--- src/rtl/home_pkg.sv ---
package home_pkg;
    localparam int POS_W = 32;
    localparam int STN_W = 15;

    typedef struct packed {
        logic ls;
        logic z;
        logic preset;
    } home_in_t;

    typedef struct packed {
        logic rise;
        logic fall;
    } edge_t;

    function automatic edge_t edge_of(input logic cur, input logic prev);
        edge_t e;
        e.rise = cur & ~prev;
        e.fall = ~cur & prev;
        return e;
    endfunction
endpackage

--- src/rtl/home_sync.sv ---
module home_sync #(
    parameter int W = 3
) (
    input  logic         clk,
    input  logic         rst,
    input  logic [W-1:0] d,
    output logic [W-1:0] q
);
    logic [W-1:0] stage1;

    always_ff @(posedge clk) begin
        if (rst) begin
            stage1 <= '0;
            q      <= '0;
        end else begin
            stage1 <= d;
            q      <= stage1;
        end
    end
endmodule

--- src/rtl/home_lsz_meas.sv ---
module home_lsz_meas #(
    parameter int LSZ_W = 12
) (
    input  logic             clk,
    input  logic             rst,
    input  logic             pulse,
    input  logic             ls_rise,
    input  logic             ls_fall,
    input  logic             z_rise,
    output logic [LSZ_W-1:0] count
);
    localparam logic [LSZ_W-1:0] CMAX = '1;

    logic active;

    always_ff @(posedge clk) begin
        if (rst) begin
            active <= 1'b0;
            count  <= '0;
        end else if (ls_rise) begin
            active <= 1'b0;
            count  <= '0;
        end else begin
            if (active && pulse && count != CMAX)
                count <= count + 1'b1;
            if (ls_fall)
                active <= 1'b1;
            else if (z_rise)
                active <= 1'b0;
        end
    end
endmodule

--- src/rtl/home_pos_reg.sv ---
module home_pos_reg
    import home_pkg::*;
#(
    parameter int PW = POS_W,
    parameter int SW = STN_W
) (
    input  logic                 clk,
    input  logic                 rst,
    input  logic                 load,
    input  logic [SW-1:0]        value,
    input  logic                 pulse,
    input  logic                 dir,
    output logic signed [PW-1:0] pos
);
    localparam int PAD = PW - SW;

    always_ff @(posedge clk) begin
        if (rst)
            pos <= '0;
        else if (load)
            pos <= signed'({{PAD{1'b0}}, value});
        else if (pulse)
            pos <= dir ? pos + 1 : pos - 1;
    end
endmodule

--- src/rtl/home_preset_unit.sv ---
module home_preset_unit
    import home_pkg::*;
#(
    parameter int LSZ_W = 12
) (
    input  logic                    clk,
    input  logic                    rst,
    input  logic                    cnt_pulse,
    input  logic                    cnt_dir,
    input  logic                    ls_in,
    input  logic                    z_in,
    input  logic                    zero_speed,
    input  logic                    preset_in,
    input  logic                    preset_en,
    input  logic [STN_W-1:0]        station,
    input  logic                    abs_fault,
    output logic signed [POS_W-1:0] pos_q,
    output logic                    ls_det,
    output logic [LSZ_W-1:0]        lsz_count,
    output logic                    home_done,
    output logic                    abs_lost
);
    home_in_t raw, syn, prev;
    edge_t    ls_e, z_e, pr_e;
    logic     pr_eff;
    logic     preset_ok;

    assign raw.ls     = ls_in;
    assign raw.z      = z_in;
    assign raw.preset = preset_in;

    home_sync #(.W($bits(home_in_t))) u_sync (
        .clk (clk),
        .rst (rst),
        .d   (raw),
        .q   (syn)
    );

    assign pr_eff = syn.preset & preset_en;

    always_ff @(posedge clk) begin
        if (rst) begin
            prev <= '0;
        end else begin
            prev.ls     <= syn.ls;
            prev.z      <= syn.z;
            prev.preset <= pr_eff;
        end
    end

    assign ls_e      = edge_of(syn.ls, prev.ls);
    assign z_e       = edge_of(syn.z, prev.z);
    assign pr_e      = edge_of(pr_eff, prev.preset);
    assign preset_ok = pr_e.rise & zero_speed;
    assign ls_det    = syn.ls;

    home_lsz_meas #(.LSZ_W(LSZ_W)) u_lsz (
        .clk     (clk),
        .rst     (rst),
        .pulse   (cnt_pulse),
        .ls_rise (ls_e.rise),
        .ls_fall (ls_e.fall),
        .z_rise  (z_e.rise),
        .count   (lsz_count)
    );

    home_pos_reg u_pos (
        .clk   (clk),
        .rst   (rst),
        .load  (preset_ok),
        .value (station),
        .pulse (cnt_pulse),
        .dir   (cnt_dir),
        .pos   (pos_q)
    );

    always_ff @(posedge clk) begin
        if (rst) begin
            home_done <= 1'b0;
            abs_lost  <= 1'b0;
        end else begin
            if (preset_ok)
                home_done <= 1'b1;
            if (abs_fault)
                abs_lost <= 1'b1;
            else if (preset_ok)
                abs_lost <= 1'b0;
        end
    end
endmodule

--- config.mk ---
export PLATFORM = sky130hd
export DESIGN_NAME = home_preset_unit
export DESIGN_NICKNAME = d
export VERILOG_FILES = /design/src/rtl/home_pkg.sv /design/src/rtl/home_sync.sv /design/src/rtl/home_lsz_meas.sv /design/src/rtl/home_pos_reg.sv /design/src/rtl/home_preset_unit.sv
export SDC_FILE = /design/constraint.sdc
export NUM_CORES = 1
export LEC_CHECK = 0
export BUFFER_PORTS_ARGS = -buffer_cell sky130_fd_sc_hd__buf_2
export CORE_ASPECT_RATIO = 0.6
export CORE_MARGIN = 1
export CORE_UTILIZATION = 57
export CTS_CLUSTER_SIZE = 16
export DETAILED_ROUTE_END_ITERATION = 7
export PLACE_DENSITY = 0.9
export SYNTH_ARGS = -nofsm -noshare
export SYNTH_HDL_FRONTEND = slang
export SYNTH_SLANG_ARGS = --single-unit
--- constraint.sdc ---
create_clock -name clk -period 5.4 [get_ports clk]
set_input_delay 1.62 -clock clk [delete_from_list [all_inputs] [get_ports clk]]
set_output_delay 1.62 -clock clk [all_outputs]
set_load 0.02 [all_outputs]
== After elaboration in Yosys (flattened, before gate mapping) ==
Cells that the tools add are included.
Storage, ports and cells
  bits in registers: 56
  output and inout port bits: 47
Cells by class
  add/sub/neg operators: 3
  eq/ne operators: 1
  mux-type cells: 7
  bitwise gates (word level): 10
  reductions and logical operators: 7
Operator list (number)
  $add 32x2->32 const B: 1
  $mux 32: 1
  $sub 32x2->32 const B: 1
  $mux 15: 2
  $add 12x1->12 const B: 1
  $ne 12x12->1 const B: 1
  $and 1x1->1: 6
  $reduce_bool 2->1: 3
  $mux 1: 4
  $not 1->1: 4
  $reduce_or 2->1: 2
  $logic_and 1x1->1: 2

== Depth between registers and ports, before layout ==
Gate-level depths: netlist (run 1).
  depth after elaboration: 5
  depth in mapped cells: 11

== Hierarchy ==
A second synthesis (run 1) with hierarchy kept.
Unflattened totals
  cell total of the unflattened synthesis: 496
  area, all modules: 4042.6 um^2
Modules (own cells, without submodules)
  home_pos_reg: times used 1, cells an instance 395, area an instance 3072.9 um^2
  home_lsz_meas: times used 1, cells an instance 72, area an instance 636.9 um^2
  home_preset_unit: times used 1, cells an instance 17, area an instance 175.2 um^2
  home_sync: times used 1, cells an instance 12, area an instance 157.7 um^2

== Least setup slack after synthesis (run 1) ==
OpenSTA, ideal clock, no wires.
  path type: in2reg
  from: in cnt_dir
  to: reg u_pos.pos[29]
  data arrival time: 4.261 ns
  required time: 5.338 ns
  setup slack: 1.077 ns
  stages on the path: 10
  path through: inv_1 > ha_1 > a21oi_1 > o21ai_1 > a31oi_1 > o31ai_2 > a31o_2 > a311o_1 > a2111o_1 > nand3_1
Between the ends
  longest elaborated chain between the ends: 1
RTL lines
  from (decl): line home_preset_unit.sv:9  | input logic cnt_dir,
  $mux 32: line home_pos_reg.sv:23  | pos <= dir ? pos + 1 : pos - 1;
  to (signal assigned): line home_pos_reg.sv:21  | pos <= signed'({{PAD{1'b0}}, value});
  to (signal assigned): line home_pos_reg.sv:23
  to (decl): line home_pos_reg.sv:13  | output logic signed [PW-1:0] pos
No other way between the ends.
A chain may end at the register's enable or synchronous reset.

== Worst setup path in the final report (run 1) ==
Same ends and word-level chain as after synthesis.

==> flow_metrics.tcl, run 1 <==
set metrics [dict create \
    numCtsBuffers 5 \
    grt_use_met2 0.463 \
    grt_util_met1 0.391 \
    rsz0062_at_grt "false" \
    pwr_density_cell_nw_per_um2 341 \
    antennaDiodeCount 0 \
    instances_no_fill 640 \
    ys_warn_count 0 \
    grt_max_degree 38 \
    drc_errors 0 \
    cts.path.max_buffers 2 \
    cp_max_fo 19 \
    drive_above_1_share 0.175 \
    antenna_found_initial 0 \
    ys_ff_latch 56 \
    endpoint_kind "flop" \
    drtIter0Drc 270 \
    fillers 553 \
    critPathLaunchType "primary input" \
    yosysSeqAreaShare 0.285 \
    hold_violations 0 \
    synthArstFlopShare 0 \
    ir_drop_mv 0.159 \
    cts_tree "built" \
    worst_slew_pin_slew_ns 0.692 \
    dpl.cell_count 632 \
    max_slew_margin 0.538 \
    cp.arrival_ns 4.56 \
    hold_path.class "reg2reg" \
    post_cts_resized 0 \
    crit_required_ns 5.65 \
    ioPinCount 72 \
    period_share 0.798 \
    clock.fmax_ghz 0.232 \
    status "finished clean" \
    synth.avg_cell_area_um2 7.96 \
    grt_busiest_layer "met2" \
    die_y_um 66.4 \
    start_util 0.590 \
    cts-htree-levels 2 \
    grt_pass1_wl_um 16900 \
    clk_pin_slew_ns 0.08 \
    yosysUniqueCellTypes 55 \
    grt_pass1_vias 3641 \
    drt-total-wl_um 10500 \
    dr.pass1.iters 5 \
    gp_congestion 0.973 \
    synth_edf_count 0 \
    fin_crit_ns 4.31 \
    dieArea_um2 7260 \
    num_rows 23 \
    postCtsSetupBuffers 0 \
    fin_setup_tns_ns 0 \
    met3_usage 0.0887 \
    num_vias 4044 \
    route.detailed.wl_per_inst_um 16.4 \
    cap_violations 0 \
    vias_per_cell 6.32 \
    clk_latency_ns 0.31 \
    finalClockSkew_ns 0.00545 \
    p_leak_nw 2.04 \
    slew_viol_final 0 \
    syn_to_final_growth_pct 14.2 \
    worstSetupPathType "in2reg" \
    synth_fp_nets 552 \
    cts_sinks 56 \
    final_nets 609 \
    dpl.hpwl_um 7650 \
    setup_violations 0 \
    portBuffers 71 \
    holdBufCountCts 0 \
    grt_overflow 0 \
    coreArea_um2 6680 \
    grt_usage 0.300 \
    ant_nets 0 \
    synth_cells 495 \
    synth_flop_cell "dfxtp_1" \
    cts-root-buf "clkbuf_16" \
    syn_area_um2 3940 \
    dieWidth_um 109 \
]
[critical path, stage by stage]
cell and delay (ns):
buf_2 0.13, inv_1 0.36, buf_4 0.36, ha_1 0.36, a21oi_1 0.21, o21ai_0 0.17, a221oi_1 0.33, nor2b_1 0.09
a311o_1 0.42, a2111o_1 0.44, nand3_1 0.08
[layout make-up]
| cell class | count | area, µm² | area share |
|---|---|---|---|
| clock buffers | 5 | 125 | 0.0278 |
| clock inverters | 3 | 28.8 | 0.00640 |
| inverters | 15 | 56.3 | 0.0125 |
| multi-input cells | 398 | 2670 | 0.592 |
| flip-flops and latches | 56 | 1120 | 0.249 |
| well taps | 87 | 109 | 0.0242 |
| repair buffers | 76 | 393 | 0.0873 |
[power breakdown]
part	switching [W]	internal (W)
Combinational	0.000407	0.000262
Sequential	0.0000447	0.000464
Clock	0.000177	0.000180
[metrics by stage]
step                hold slack [ns]  setup WS (ns)   util  cell area [µm²]  power, W
finish                        0.456           1.09  0.674             4500   0.00153
global placement              0.417           1.01  0.651             4340   0.00114
CTS                           0.452           1.11  0.674             4500   0.00152
global route                  0.466          0.954  0.674             4500   0.00162
floorplan                     0.414           1.08      -             3940   0.00100
detailed placement            0.434          0.881  0.651             4340   0.00116
[path summary, 6_finish.rpt]
path | slack [ns] | cells past startpoint | endpoint | start
worst max-delay path | 1.09 | 11 | u_pos.pos[29] | cnt_dir
worst min register to register | 0.46 | 1 | u_sync.q[0] | u_sync.stage1[0]
worst max register to register | 2.46 | 10 | u_pos.pos[30] | u_pos.pos[0]
worst min-delay path | 0.46 | 1 | u_sync.q[0] | u_sync.stage1[0]
[flip-flops by register name (all words and copies together), names as in the netlist]
name           flops
abs_lost           1
u_lsz.active       1
u_sync.stage1      3
u_lsz.count       12
prev               3
u_sync.q           3
u_pos.pos         32
home_done          1
[layout by cell type, fill, tap and decap left out, drive strengths merged, types with 6 or more instances in the layout]
| cell type | n |
|---|---|
| dfxtp | 56 |
| and3 | 8 |
| mux2i | 21 |
| a31oi | 7 |
| nor2b | 10 |
| a21oi | 41 |
| o211ai | 10 |
| ha | 31 |
| xnor2 | 17 |
| a211oi | 18 |
| inv | 18 |
| nand4 | 12 |
| or3 | 9 |
| nand2b | 10 |
| a21o | 11 |
| buf | 76 |
| nor3 | 8 |
| xor2 | 6 |
| nand3 | 23 |
| o21ai | 25 |
| nor2 | 51 |
| nand2 | 35 |
[routing by layer]
layer	up-vias	part of all wire
met3	28	0.091
met5	-	0
met2	206	0.42
met1	1859	0.47
li1	1951	-
met4	0	0.021
[synth_stat cells, drive strengths merged (2+ instances only)]
cell type / number / share of area
dfxtp: 56 / 0.28
nor2: 51 / 0.049
a21oi: 41 / 0.054
nand2: 35 / 0.033
ha: 31 / 0.098
o21ai: 25 / 0.033
clkbuf: 23 / 0.022
nand3: 23 / 0.029
mux2i: 21 / 0.053
a211oi: 18 / 0.034
xnor2: 17 / 0.038
inv: 15 / 0.014
nand4: 12 / 0.019
a21o: 11 / 0.021
nand2b: 10 / 0.016
nor2b: 10 / 0.016
o211ai: 10 / 0.019
or3: 9 / 0.014
and3: 8 / 0.014
nor3: 8 / 0.010
a31oi: 7 / 0.013
xor2: 6 / 0.013
a31o: 5 / 0.011
o21bai: 5 / 0.0095
and4: 4 / 0.0089
a311o: 3 / 0.0076
buf: 3 / 0.0029
o21a: 3 / 0.0057
a311oi: 2 / 0.0044
and2: 2 / 0.0032
nor4: 2 / 0.0032
[logic make-up (layout without fill, tap and decap cells)]
logic type | count (synthesis) | count (layout) | share of synthesized area
DFF | 56 | 56 | 0.285
buffers and inverters | 41 | 99 | 0.0391
adders and majority gates | 32 | 32 | 0.104
muxes | 21 | 21 | 0.0533
xor gates and xnor gates | 23 | 23 | 0.0511
and+or+nand+nor | 180 | 180 | 0.228
AOI/OAI and AO/OA | 142 | 142 | 0.241
(Power assumes the default switching activity.)
==> run 2: changes to the inputs <==
==> constraint.sdc (replaced) <==
create_clock -name clk -period 4.2 [get_ports clk]
set_input_delay 1.26 -clock clk [delete_from_list [all_inputs] [get_ports clk]]
set_output_delay 1.26 -clock clk [all_outputs]
set_load 0.02 [all_outputs]
==> flow_metrics.tcl, run 2 (synthesized netlist as in run 1, its figures left out) <==
set metrics [dict create \
    numCtsBuffers 5 \
    syn_to_final_growth_pct 14.4 \
    grt_pass1_wl_um 16900 \
    num_rows 23 \
    r2r_cells 10 \
    grt_max_degree 31 \
    die_y_um 66.4 \
    worstHoldStart "u_sync.stage1[1]" \
    cts.path.max_buffers 2 \
    grt_pass1_vias 3513 \
    largest_reg_flops 32 \
    sw_frac_of_total 0.411 \
    finalClockSkew_ns 0.00634 \
    dpl.cell_count 634 \
    power_w 0.00197 \
    cts-htree-levels 2 \
    vias_per_cell 6.26 \
    rsz0062_at_grt "false" \
    post_cts_resized 0 \
    setup_violations 0 \
    hold_violations 0 \
    grt_overflow 0 \
    dieArea_um2 7260 \
    cp.arrival_ns 3.92 \
    worstSetupPathType "in2reg" \
    ioPinCount 72 \
    critPathLaunchType "primary input" \
    drt-total-wl_um 10700 \
    pwr-share-clk 0.225 \
    endpoint_kind "flop" \
    grt_usage 0.299 \
    mostFrequentLayoutCells "buf_2, dfxtp_1, nor2_1" \
    dpl.hpwl_um 8000 \
    critPathLaunch "cnt_dir" \
    clk_latency_ns 0.31 \
    num_vias 4020 \
    dr.pass1.iters 6 \
    top_regs "u_pos.pos (32), u_lsz.count (12)" \
    hold_path.class "reg2reg" \
    final_nets 611 \
    cts-root-buf "clkbuf_16" \
    seq_power_share 0.330 \
    dp_slack_ns 0.235 \
    route.detailed.wl_per_inst_um 16.7 \
    internal_power_w 0.00116 \
    antennaDiodeCount 0 \
    crit_required_ns 4.38 \
    rrSetupSlack_ns 1.32 \
    cts_sinks 56 \
    dieWidth_um 109 \
    setup_slack_ns 0.459 \
    clock.fmax_ghz 0.267 \
    mostFrequentLayoutCell "buf_2" \
    p_leak_nw 2.05 \
    coreArea_um2 6680 \
    hold_ws_ns 0.444 \
    cts_tree "built" \
    ir_drop_mv 0.240 \
    fin_setup_tns_ns 0 \
    fin_crit_ns 3.74 \
    holdPathStages 1 \
    ant_nets 0 \
    instances_no_fill 642 \
    clk_pin_slew_ns 0.08 \
    holdBufCountCts 0 \
    postCtsSetupBuffers 0 \
    period_share 0.891 \
    max_slew_margin 0.488 \
    top_register "u_pos.pos" \
    worst_slew_pin_slew_ns 0.767 \
    p_sw_w 0.000810 \
    start_util 0.590 \
    gp_congestion 0.977 \
    cp_max_fo 18 \
    portBuffers 71 \
    comb_power_share 0.445 \
    drtIter0Drc 347 \
    cap_violations 0 \
    pwr_density_cell_nw_per_um2 438 \
    slew_viol_final 0 \
    drc_errors 0 \
    drive_above_1_share 0.178 \
    fillers 564 \
    antenna_found_initial 0 \
    status "finished clean" \
    r2r_start "u_pos.pos[0]" \
]
-- run 2: cell count changes in the layout (fill, tap and decap cells not counted) --
| cell | before | now |
|---|---|---|
| inv_8 | 1 | 0 |
| clkinv_4 | 0 | 1 |
| buf_4 | 5 | 7 |
| clkinv_2 | 0 | 1 |
| inv_6 | 2 | 1 |
-- run 2: layer usage --
| layer | track usage | vias up | wire length [µm] |
|---|---|---|---|
| met5 | 0 | - | 0 |
| met4 | 0.0767 | 0 | 135 |
| met3 | 0.0729 | 21 | 1030 |
| met2 | 0.463 | 204 | 4550 |
| met1 | 0.414 | 1843 | 4980 |
| li1 | - | 1952 | - |
-- run 2: area by class of cell --
| class | instances | area [µm²] | area share |
|---|---|---|---|
| Timing Repair Buffer | 78 | 408 | 0.0905 |
| Clock buffer | 5 | 125 | 0.0278 |
| Sequential cell | 56 | 1120 | 0.249 |
| Inverter | 15 | 56.3 | 0.0125 |
| Tap cell | 87 | 109 | 0.0242 |
| Clock inverter | 3 | 22.5 | 0.00500 |
| Multi-Input combinational cell | 398 | 2670 | 0.591 |
-- run 2: final timing paths --
path / to
setup / recovery: u_pos.pos[31]
hold / removal: u_sync.q[1]
setup reg to reg: u_pos.pos[30]
hold reg to reg: u_sync.q[1]
-- run 2: stage by stage --
stage                     cell area [µm²]  utilization
after floorplan                      3940            -
after detailed placement             4360        0.653
after global routing                 4510        0.675
final                                4510        0.675
after CTS                            4510        0.675
after global placement               4360        0.653
-- run 2: worst max-delay path, stage by stage --
cell and delay (ns):
buf_2 0.13, inv_1 0.05, buf_4 0.23, buf_4 0.29, ha_1 0.37, a21oi_1 0.24
o21bai_1 0.09, a21oi_1 0.38, o21a_1 0.20, o21ai_1 0.10, o21ai_0 0.11, nor4bb_1 0.28
o311ai_0 0.17
-- run 2: power groups by stage --
| stage | Sequential, W | Clock, W | Combinational (W) |
|---|---|---|---|
| after CTS | 0.000649 | 0.000448 | 0.000858 |
| after global routing | 0.000657 | 0.000469 | 0.000946 |
| final | 0.000651 | 0.000444 | 0.000877 |
| after floorplan | 0.000726 | 0 | 0.000563 |
| after detailed placement | 0.000662 | 0 | 0.000851 |
| after global placement | 0.000660 | 0 | 0.000817 |
